--- config.mk ---
export PLATFORM = sky130hd
export DESIGN_NAME = rtc_trim
export DESIGN_NICKNAME = d
export VERILOG_FILES = /design/src/rtl/rtc_trim.sv
export SDC_FILE = /design/constraint.sdc
export NUM_CORES = 1
export LEC_CHECK = 0
export BUFFER_PORTS_ARGS = -buffer_cell sky130_fd_sc_hd__buf_2
export CAP_MARGIN = 15
export CORE_MARGIN = 8
export CORE_UTILIZATION = 50
export CTS_CLUSTER_DIAMETER = 200
export DETAILED_ROUTE_END_ITERATION = 8
export PLACE_DENSITY = 0.68
export SETUP_SLACK_MARGIN = 0.4
export SYNTH_ARGS = -nofsm -noshare
export SYNTH_HDL_FRONTEND = slang
export SYNTH_SLANG_ARGS = --single-unit
export TNS_END_PERCENT = 20
--- constraint.sdc ---
create_clock -name clk -period 2.3 [get_ports clk]
set_input_delay 0.345 -clock clk [delete_from_list [all_inputs] [get_ports clk]]
set_output_delay 0.345 -clock clk [all_outputs]
set_load 0.1 [all_outputs]
--- src/rtl/rtc_trim.sv ---
module rtc_trim #(
  parameter int W = 20
) (
  input  logic       clk,
  input  logic       rst_n,
  input  logic       cfg_we,
  input  logic [1:0] cfg_win,
  input  logic       cfg_add,
  input  logic [8:0] cfg_mask,
  output logic       pending_o,
  output logic [1:0] tick_o
);
  localparam int SL = W - 9;
  localparam logic [SL-1:0] MID = SL'(1) << (SL - 1);

  logic [1:0] sh_win, act_win;
  logic       sh_add, act_add;
  logic [8:0] sh_mask, act_mask;
  logic       pend;
  logic [W-1:0] cnt;

  logic [1:0]   k;
  logic [W-1:0] last_cnt;
  logic         at_end;
  logic [8:0]   slot, rslot, m_eff;
  logic         cut, ins;

  assign k        = act_win[0] ? 2'd2 : (act_win[1] ? 2'd1 : 2'd0);
  assign last_cnt = {W{1'b1}} >> k;
  assign at_end   = (cnt == last_cnt);
  assign slot     = cnt[W-1:SL];

  always_comb
    for (int i = 0; i < 9; i++) rslot[i] = slot[8-i];

  assign m_eff     = act_mask & ~((9'd1 << k) - 9'd1);
  assign cut       = (cnt[SL-1:0] == '0) && (rslot < m_eff);
  assign ins       = act_add && (cnt[SL-1:0] == MID);
  assign tick_o    = 2'd1 + {1'b0, ins} - {1'b0, cut};
  assign pending_o = pend;

  always_ff @(posedge clk or negedge rst_n) begin
    if (!rst_n) begin
      cnt      <= '0;
      pend     <= 1'b0;
      sh_win   <= 2'b00;
      sh_add   <= 1'b0;
      sh_mask  <= '0;
      act_win  <= 2'b00;
      act_add  <= 1'b0;
      act_mask <= '0;
    end else begin
      if (at_end) begin
        cnt <= '0;
        if (pend) begin
          act_win  <= sh_win;
          act_add  <= sh_add;
          act_mask <= sh_mask;
          pend     <= 1'b0;
        end
      end else begin
        cnt <= cnt + 1'b1;
      end
      if (cfg_we) begin
        sh_win  <= cfg_win;
        sh_add  <= cfg_add;
        sh_mask <= cfg_mask;
        pend    <= 1'b1;
      end
    end
  end

  assert_pend_set_R6: assert property (@(posedge clk) disable iff (!rst_n)
    cfg_we |=> pending_o);
  assert_pend_clear_R6: assert property (@(posedge clk) disable iff (!rst_n)
    (pend && at_end && !cfg_we) |=> !pending_o);
  assert_cnt_range_R2: assert property (@(posedge clk) disable iff (!rst_n)
    cnt <= last_cnt);
  assert_wrap_R2: assert property (@(posedge clk) disable iff (!rst_n)
    at_end |=> (cnt == '0));
  assert_tick_range_R7: assert property (@(posedge clk) disable iff (!rst_n)
    tick_o != 2'd3);
  assert_hold_mid_window_R9: assert property (@(posedge clk) disable iff (!rst_n)
    !at_end |=> ($stable(act_mask) && $stable(act_win) && $stable(act_add)));
endmodule

==> results of run 1 <==
state kept, by name, summed over array words and instances, names as in the netlist:
register   count
act_add        1
act_mask       9
act_win        2
cnt           20
pending_o      1
sh_add         1
sh_mask        9
sh_win         2
where the power goes:
part / total (mW) / internal, mW / switching (mW) / leakage, nW
clock network: 0.532 / 0.249 / 0.282 / 0.0518
logic: 0.0579 / 0.0310 / 0.0269 / 0.660
registers: 0.822 / 0.811 / 0.0103 / 0.580
path summary, 6_finish.rpt:
check / start / end / slack (ns) / depth (start not counted)
setup reg to reg: cnt[19]$_DFF_PN0_ / act_mask[0]$_DFFE_PN0P_ / 0.48 / 5
setup / recovery: cnt[17]$_DFF_PN0_ / tick_o[0] / -0.12 / 7
hold / removal: cfg_mask[4] / sh_mask[4]$_DFFE_PN0P_ / 0.27 / 2
hold reg to reg: sh_mask[8]$_DFFE_PN0P_ / sh_mask[8]$_DFFE_PN0P_ / 0.51 / 1
min in group asynchronous: rst_n / cnt[1]$_DFF_PN0_ / 0.53 / 2
max in group asynchronous: rst_n / cnt[16]$_DFF_PN0_ / 1.19 / 3
worst max-delay path, delay by kind of cell, from the launching register on:
| family | cells | cell delay [ns] |
|---|---|---|
| DFF | 1 | 0.45 |
| buffers and inverters | 1 | 0.16 |
| AOI/OAI and AO/OA | 4 | 0.61 |
| adders and majority gates | 2 | 0.55 |
final cells by class:
cell class	count	area, µm²	area share
well taps	52	65.1	0.0237
flip-flops and latches	45	1130	0.411
inverters	14	52.6	0.0192
clock buffers	6	82.6	0.0301
multi-input cells	126	1170	0.425
clock inverters	2	17.5	0.00639
repair buffers	30	231	0.0844
layout by cell type (no fill, tap or decap), types with 2 or more instances in the layout:
cell,instances
sky130_fd_sc_hd__buf_2,15
sky130_fd_sc_hd__o21ai_0,3
sky130_fd_sc_hd__inv_1,12
sky130_fd_sc_hd__a21oi_1,3
sky130_fd_sc_hd__nor2_1,13
sky130_fd_sc_hd__o31ai_1,2
sky130_fd_sc_hd__and4_2,3
sky130_fd_sc_hd__clkbuf_8,6
sky130_fd_sc_hd__inv_2,2
sky130_fd_sc_hd__xnor2_1,5
sky130_fd_sc_hd__nor2b_1,2
sky130_fd_sc_hd__nand3_1,7
sky130_fd_sc_hd__o211ai_1,2
sky130_fd_sc_hd__ha_4,4
sky130_fd_sc_hd__dfrtp_1,44
sky130_fd_sc_hd__nand2_1,4
sky130_fd_sc_hd__mux2_2,14
sky130_fd_sc_hd__buf_4,10
sky130_fd_sc_hd__buf_12,3
sky130_fd_sc_hd__nand2b_1,4
sky130_fd_sc_hd__ha_1,7
sky130_fd_sc_hd__nand2_2,2
sky130_fd_sc_hd__nand4_1,7
sky130_fd_sc_hd__mux2_4,10
sky130_fd_sc_hd__xor2_1,10
metrics by stage:
| stage | utilization | std cells | area (µm²) | setup WS (ns) |
|---|---|---|---|---|
| 6_report | 0.630 | 275 | 2740 | -0.125 |
| 5_1_grt | 0.630 | 275 | 2740 | -0.187 |
| 4_1_cts | 0.603 | 271 | 2630 | -0.0977 |
| 3_5_place_dp | 0.561 | 257 | 2440 | 0.194 |
| 3_3_place_gp | 0.561 | 257 | 2440 | 0.239 |
| 2_1_floorplan | - | 191 | 2280 | 0.343 |
kinds of logic after synthesis:
logic type / after synthesis / synth area share
flip-flops: 45 / 0.497
AO/OA/AOI/OAI: 18 / 0.0535
buffers and inverters: 20 / 0.0397
adder cells (fa/ha/maj): 11 / 0.0607
multiplexers: 24 / 0.136
AND/OR/NAND/NOR: 58 / 0.156
XOR/XNOR: 15 / 0.0579
timing repair:
| action | CTS | global route |
|---|---|---|
| setup endpoints to repair | 24 | 27 |
| setup buffers | 5 | 4 |
| hold endpoints to repair | 4 | 0 |
| hold buffers | 1 | 0 |
| pin swaps | 5 | 8 |
| gates resized for setup | 8 | 15 |
metal layers:
metal / wire length (µm) / up-vias / track usage
li1: - / 732 / -
met1: 1960 / 758 / 0.151
met2: 2190 / 39 / 0.219
met3: 184 / 12 / 0.0361
met4: 153 / 0 / 0.0703
met5: 0 / - / 0
==> flow_summary.rst, run 1 <==
.. list-table::
   :header-rows: 1

   * - Metric
     - Value
   * - Total negative slack for setup checks
     - -0.177 ns
   * - Worst setup path class
     - reg2out
   * - Wire length reported by the detailed router
     - 4.49 mm
   * - Port-buffer cells
     - 17
   * - Ant diodes
     - 0
   * - Maximum frequency from static timing analysis
     - 412 MHz
   * - Synthesized netlist net count
     - 217
   * - Detail Route Antenna Nets
     - 0
   * - Inserted Clock Buffers
     - 5
   * - Cell type contributing the most total cell area after synthesis
     - sky130_fd_sc_hd__dfrtp_1
   * - Maxcap violations
     - 0
   * - WL per Instance
     - 16.3 µm
   * - Sort of element at the end of the critical path
     - output port
   * - Crit Path Max Fanout
     - 4
   * - Die Outline Area
     - 6940 µm²
   * - Top cell by count, worst path
     - sky130_fd_sc_hd__ha_4
   * - Most frequent cell after synthesis
     - sky130_fd_sc_hd__dfrtp_1
   * - Initial core utilization
     - 0.521
   * - Fraction of synthesized cell area taken by the top area cell type
     - 0.497
   * - Maximum root-to-sink buffer count
     - 2
   * - Number of global-route vias before repair
     - 1,660
   * - Startpoint types
     - flop
   * - Power density over cell area
     - 515 nW/µm²
   * - Total track usage
     - 0.132
   * - Cell at the root of the clock tree
     - sky130_fd_sc_hd__clkbuf_8
   * - Proportion of synthesized chip area in sequential cells
     - 0.497
   * - Most common flop cell mapped by yosys
     - sky130_fd_sc_hd__dfrtp_1
   * - Horizontal die dimension
     - 83.3 µm
   * - Number of synthesized flops with an enable pin
     - 0
   * - CTS tree
     - built
   * - Pin count of the biggest net entering global routing
     - 23
   * - Detailed Routing Iterations Pass 1
     - 6
   * - Setup repair after global routing missed its margin
     - yes
   * - Count of cell types in the netlist
     - 42
   * - Leakage power of the design
     - 1.29 nW
   * - Via count
     - 1,541
   * - CTS H-tree lvls
     - 2
   * - Least-Margin Pin Slew
     - 0.501 ns
   * - Critical path cell sequence
     - ha_4 > a21oi_1 > o21ai_2 > a31oi_1 > o211ai_1 > ha_4 > buf_12
   * - Fraction of layout instances using a drive strength above 1
     - 0.381
   * - Crit path arrival time
     - 2.08 ns
   * - FF+latch count, synth
     - 45
   * - Fin worst setup slack
     - -0.125 ns
   * - Hold Worst Slack
     - 0.267 ns
   * - RD Place Congestion
     - 0.792
   * - Relative max-transition margin
     - 0.666
   * - Run status
     - complete, but fails checks
   * - Remaining routing DRC violations
     - 0
   * - Final Slew Violations
     - 0
   * - Slowest stage cell, crit path
     - sky130_fd_sc_hd__dfrtp_1
   * - Row count
     - 24
   * - Max stage delay on crit path
     - 0.45 ns
   * - Violations in the final reports
     - negative setup slack
   * - Mean instance size in the synthesized netlist
     - 11.9 µm²
   * - Post-Syn Area
     - 2270 µm²
   * - Total gr overflow
     - 0
   * - Required @ worst endpoint
     - 1.96 ns
   * - Largest vdd supply drop
     - 379 µV
   * - I/O pin count
     - 18
   * - Worst min-delay path class
     - in2reg
   * - Core footprint
     - 4350 µm²
   * - Net total in the final layout
     - 248
   * - Synth Instances
     - 191
   * - Initial antenna violation count
     - 0
   * - Min Clock Period, post-route
     - 2.42 ns
   * - Detailed Route Iter0 Violations
     - 82
   * - Clock slew seen by the registers of the worst setup and hold paths
     - 0.09 ns
   * - Total power consumption of the routed design
     - 1.41 mW
   * - Synth top area cells
     - sky130_fd_sc_hd__dfrtp_1, sky130_fd_sc_hd__mux2_2, sky130_fd_sc_hd__mux2_4
   * - Proportion of synthesized flip-flops having asynchronous set or reset
     - 1.00
   * - Hold Fails Final Rpt
     - 0
   * - Clock Latency Late Sink
     - 0.30 ns
   * - Post-synthesis to final-layout area growth
     - 21.0%
   * - Number of warning messages in the yosys log
     - 0
   * - Via density
     - 5.60
   * - CTS Sinks
     - 45
   * - Final setup violating endpoints
     - 2
   * - Most frequent cells after synthesis
     - sky130_fd_sc_hd__dfrtp_1, sky130_fd_sc_hd__inv_1, sky130_fd_sc_hd__mux2_2, sky130_fd_sc_hd__nor2_1, sky130_fd_sc_hd__ha_1
   * - Filler cell count
     - 349
   * - Global-route wire length before repair
     - 7.66 mm
   * - DIE HEIGHT
     - 83.3 µm
   * - Worst clock skew on the final layout
     - 0.00467 ns
   * - Total half-perimeter wirelength after legalization and detailed placement
     - 3.11 mm
   * - Final critical-path share of the clock period
     - 1.05
Power figures use the tool's default switching activity.
==> inputs of run 2 (changes only) <==
--- a/config.mk
+++ b/config.mk
@@ -12,7 +12,8 @@
 export CTS_CLUSTER_DIAMETER = 200
 export DETAILED_ROUTE_END_ITERATION = 8
 export PLACE_DENSITY = 0.68
-export SETUP_SLACK_MARGIN = 0.4
+export REMOVE_ABC_BUFFERS = 1
+export SETUP_SLACK_MARGIN = 0.05
 export SYNTH_ARGS = -nofsm -noshare
 export SYNTH_HDL_FRONTEND = slang
 export SYNTH_SLANG_ARGS = --single-unit
==> flow_summary.rst, run 2 (same netlist as run 1, synthesis figures left out) <==
.. list-table::
   :header-rows: 1

   * - Metric
     - Value
   * - Relative max-transition margin
     - 0.678
   * - Largest registers ranked by flip-flop count
     - cnt (20), act_mask (9), sh_mask (9)
   * - Total power consumption of the routed design
     - 1.41 mW
   * - I/O pin count
     - 18
   * - Final critical-path share of the clock period
     - 1.01
   * - Most frequent standard cell in the layout excluding fill and tap cells
     - sky130_fd_sc_hd__dfrtp_1
   * - Largest vdd supply drop
     - 378 µV
   * - Worst setup path class
     - reg2out
   * - Dpl cell area
     - 2440 µm²
   * - WL per Instance
     - 15.6 µm
   * - Worst min-delay path class
     - in2async
   * - Total negative slack for setup checks
     - -0.0157 ns
   * - Port-buffer cells
     - 17
   * - Register with the most flip-flops
     - cnt
   * - Core footprint
     - 4350 µm²
   * - Clock Latency Late Sink
     - 0.30 ns
   * - Maxcap violations
     - 0
   * - Post-synthesis to final-layout area growth
     - 16.8%
   * - Fin worst setup slack
     - -0.0157 ns
   * - Maximum frequency from static timing analysis
     - 432 MHz
   * - Fraction of the core area covered by cells at the end of the flow
     - 0.608
   * - Max stage delay on crit path
     - 0.42 ns
   * - Wire length reported by the detailed router
     - 4.22 mm
   * - Slowest stage cell, crit path
     - sky130_fd_sc_hd__dfrtp_1
   * - Most frequent cells in the layout
     - sky130_fd_sc_hd__dfrtp_1, sky130_fd_sc_hd__buf_2, sky130_fd_sc_hd__mux2_2
   * - Min Clock Period, post-route
     - 2.32 ns
   * - DIE HEIGHT
     - 83.3 µm
   * - Filler cell count
     - 353
   * - Top cell by count, worst path
     - sky130_fd_sc_hd__ha_1
   * - Critical path cell sequence
     - ha_1 > a21o_1 > a31oi_1 > o211ai_1 > ha_1 > buf_12
   * - CTS Sinks
     - 45
   * - Worst Setup Slack post-DPL
     - 0.130 ns
   * - Hold Worst Slack
     - 0.00660 ns
   * - Hold buffers post-CTS
     - 0
   * - Detailed Routing Iterations Pass 1
     - 4
   * - Design Area, Final
     - 2650 µm²
   * - Crit path arrival time
     - 1.97 ns
   * - CTS tree
     - built
   * - Least-Margin Pin Slew
     - 0.486 ns
   * - Non-filler cells in the finished layout
     - 271
   * - Setup repair after global routing missed its margin
     - yes
   * - Final Slew Violations
     - 0
   * - Violations in the final reports
     - negative setup slack
   * - Maximum root-to-sink buffer count
     - 2
   * - Total half-perimeter wirelength after legalization and detailed placement
     - 2.96 mm
   * - Die Outline Area
     - 6940 µm²
   * - Number of global-route vias before repair
     - 1,541
   * - Ant diodes
     - 0
   * - Cell at the root of the clock tree
     - sky130_fd_sc_hd__clkbuf_8
   * - Remaining routing DRC violations
     - 0
   * - Worst clock skew on the final layout
     - 0.00764 ns
   * - Detailed Route Iter0 Violations
     - 105
   * - Horizontal die dimension
     - 83.3 µm
   * - Row count
     - 24
   * - Sort of element at the end of the critical path
     - output port
   * - Via count
     - 1,506
   * - Total gr overflow
     - 0
   * - RD Place Congestion
     - 0.872
   * - Clock slew seen by the registers of the worst setup and hold paths
     - 0.09 ns
   * - Largest register FFs
     - 20
   * - Power density over cell area
     - 534 nW/µm²
   * - Crit Path Max Fanout
     - 4
   * - Pin count of the biggest net entering global routing
     - 46
   * - Fraction of layout instances using a drive strength above 1
     - 0.352
   * - Total instance count after detailed placement
     - 256
   * - Via density
     - 5.56
   * - Detail Route Antenna Nets
     - 0
   * - Startpoint types
     - flop
   * - Leakage power of the design
     - 1.24 nW
   * - Initial antenna violation count
     - 0
   * - CTS H-tree lvls
     - 2
   * - Total track usage
     - 0.130
   * - Required @ worst endpoint
     - 1.96 ns
   * - Initial core utilization
     - 0.521
   * - Net total in the final layout
     - 244
   * - Final setup violating endpoints
     - 1
   * - Hold Fails Final Rpt
     - 0
   * - Global-route wire length before repair
     - 7.48 mm
   * - Run status
     - complete, but fails checks
   * - Inserted Clock Buffers
     - 5
## run 2: worst max-delay path, delay by kind of cell (launching register included)
kind                     cells  cell delay (ns)
flip-flops                   1             0.42
adder cells (fa/ha/maj)      2             0.64
buffers and inverters        1             0.18
AO/OA/AOI/OAI                3             0.42
## run 2: layout make-up
type | instances | area [µm²] | share of cell area
clock inverter | 1 | 5.00 | 0.00189
inverter | 14 | 52.6 | 0.0198
multi-input combinational | 126 | 1100 | 0.416
clock buffer | 7 | 96.3 | 0.0364
sequential | 45 | 1130 | 0.427
tap | 52 | 65.1 | 0.0246
timing repair buffer | 26 | 195 | 0.0737
## run 2: path summary, 6_finish.rpt
check                                  startpoint                      end  slack [ns]  cells past startpoint
max                             cnt[15]$_DFF_PN0_                tick_o[0]       -0.02                      6
min                                         rst_n         cnt[0]$_DFF_PN0_       0.007                      2
max reg2reg                act_win[0]$_DFFE_PN0P_  act_mask[8]$_DFFE_PN0P_        0.30                      7
min reg2reg                 sh_win[1]$_DFFE_PN0P_    sh_win[1]$_DFFE_PN0P_        0.51                      1
max in group asynchronous                   rst_n         cnt[7]$_DFF_PN0_        2.07                      2
min in group clk                      cfg_mask[5]   sh_mask[5]$_DFFE_PN0P_        0.27                      2
## run 2: routing by layer
metal	global-route usage	up-vias	routed length (µm)
met2	0.211	24	2080
met3	0.0381	9	118
met1	0.159	744	1950
met4	0.0463	0	76
met5	0	-	0
li1	-	729	-
## run 2: report_power, final
group | total (mW) | leakage (nW) | switching (mW) | internal (mW)
combinational | 0.0578 | 0.607 | 0.0265 | 0.0313
clock | 0.534 | 0.0542 | 0.263 | 0.272
sequential | 0.823 | 0.577 | 0.0112 | 0.811
total | 1.41 | 1.24 | 0.300 | 1.11
## run 2: timing repair
item	in CTS	in global routing
pin swaps	4	3
setup buffers	4	3
gates resized for setup	9	4
setup endpoints to repair	2	2
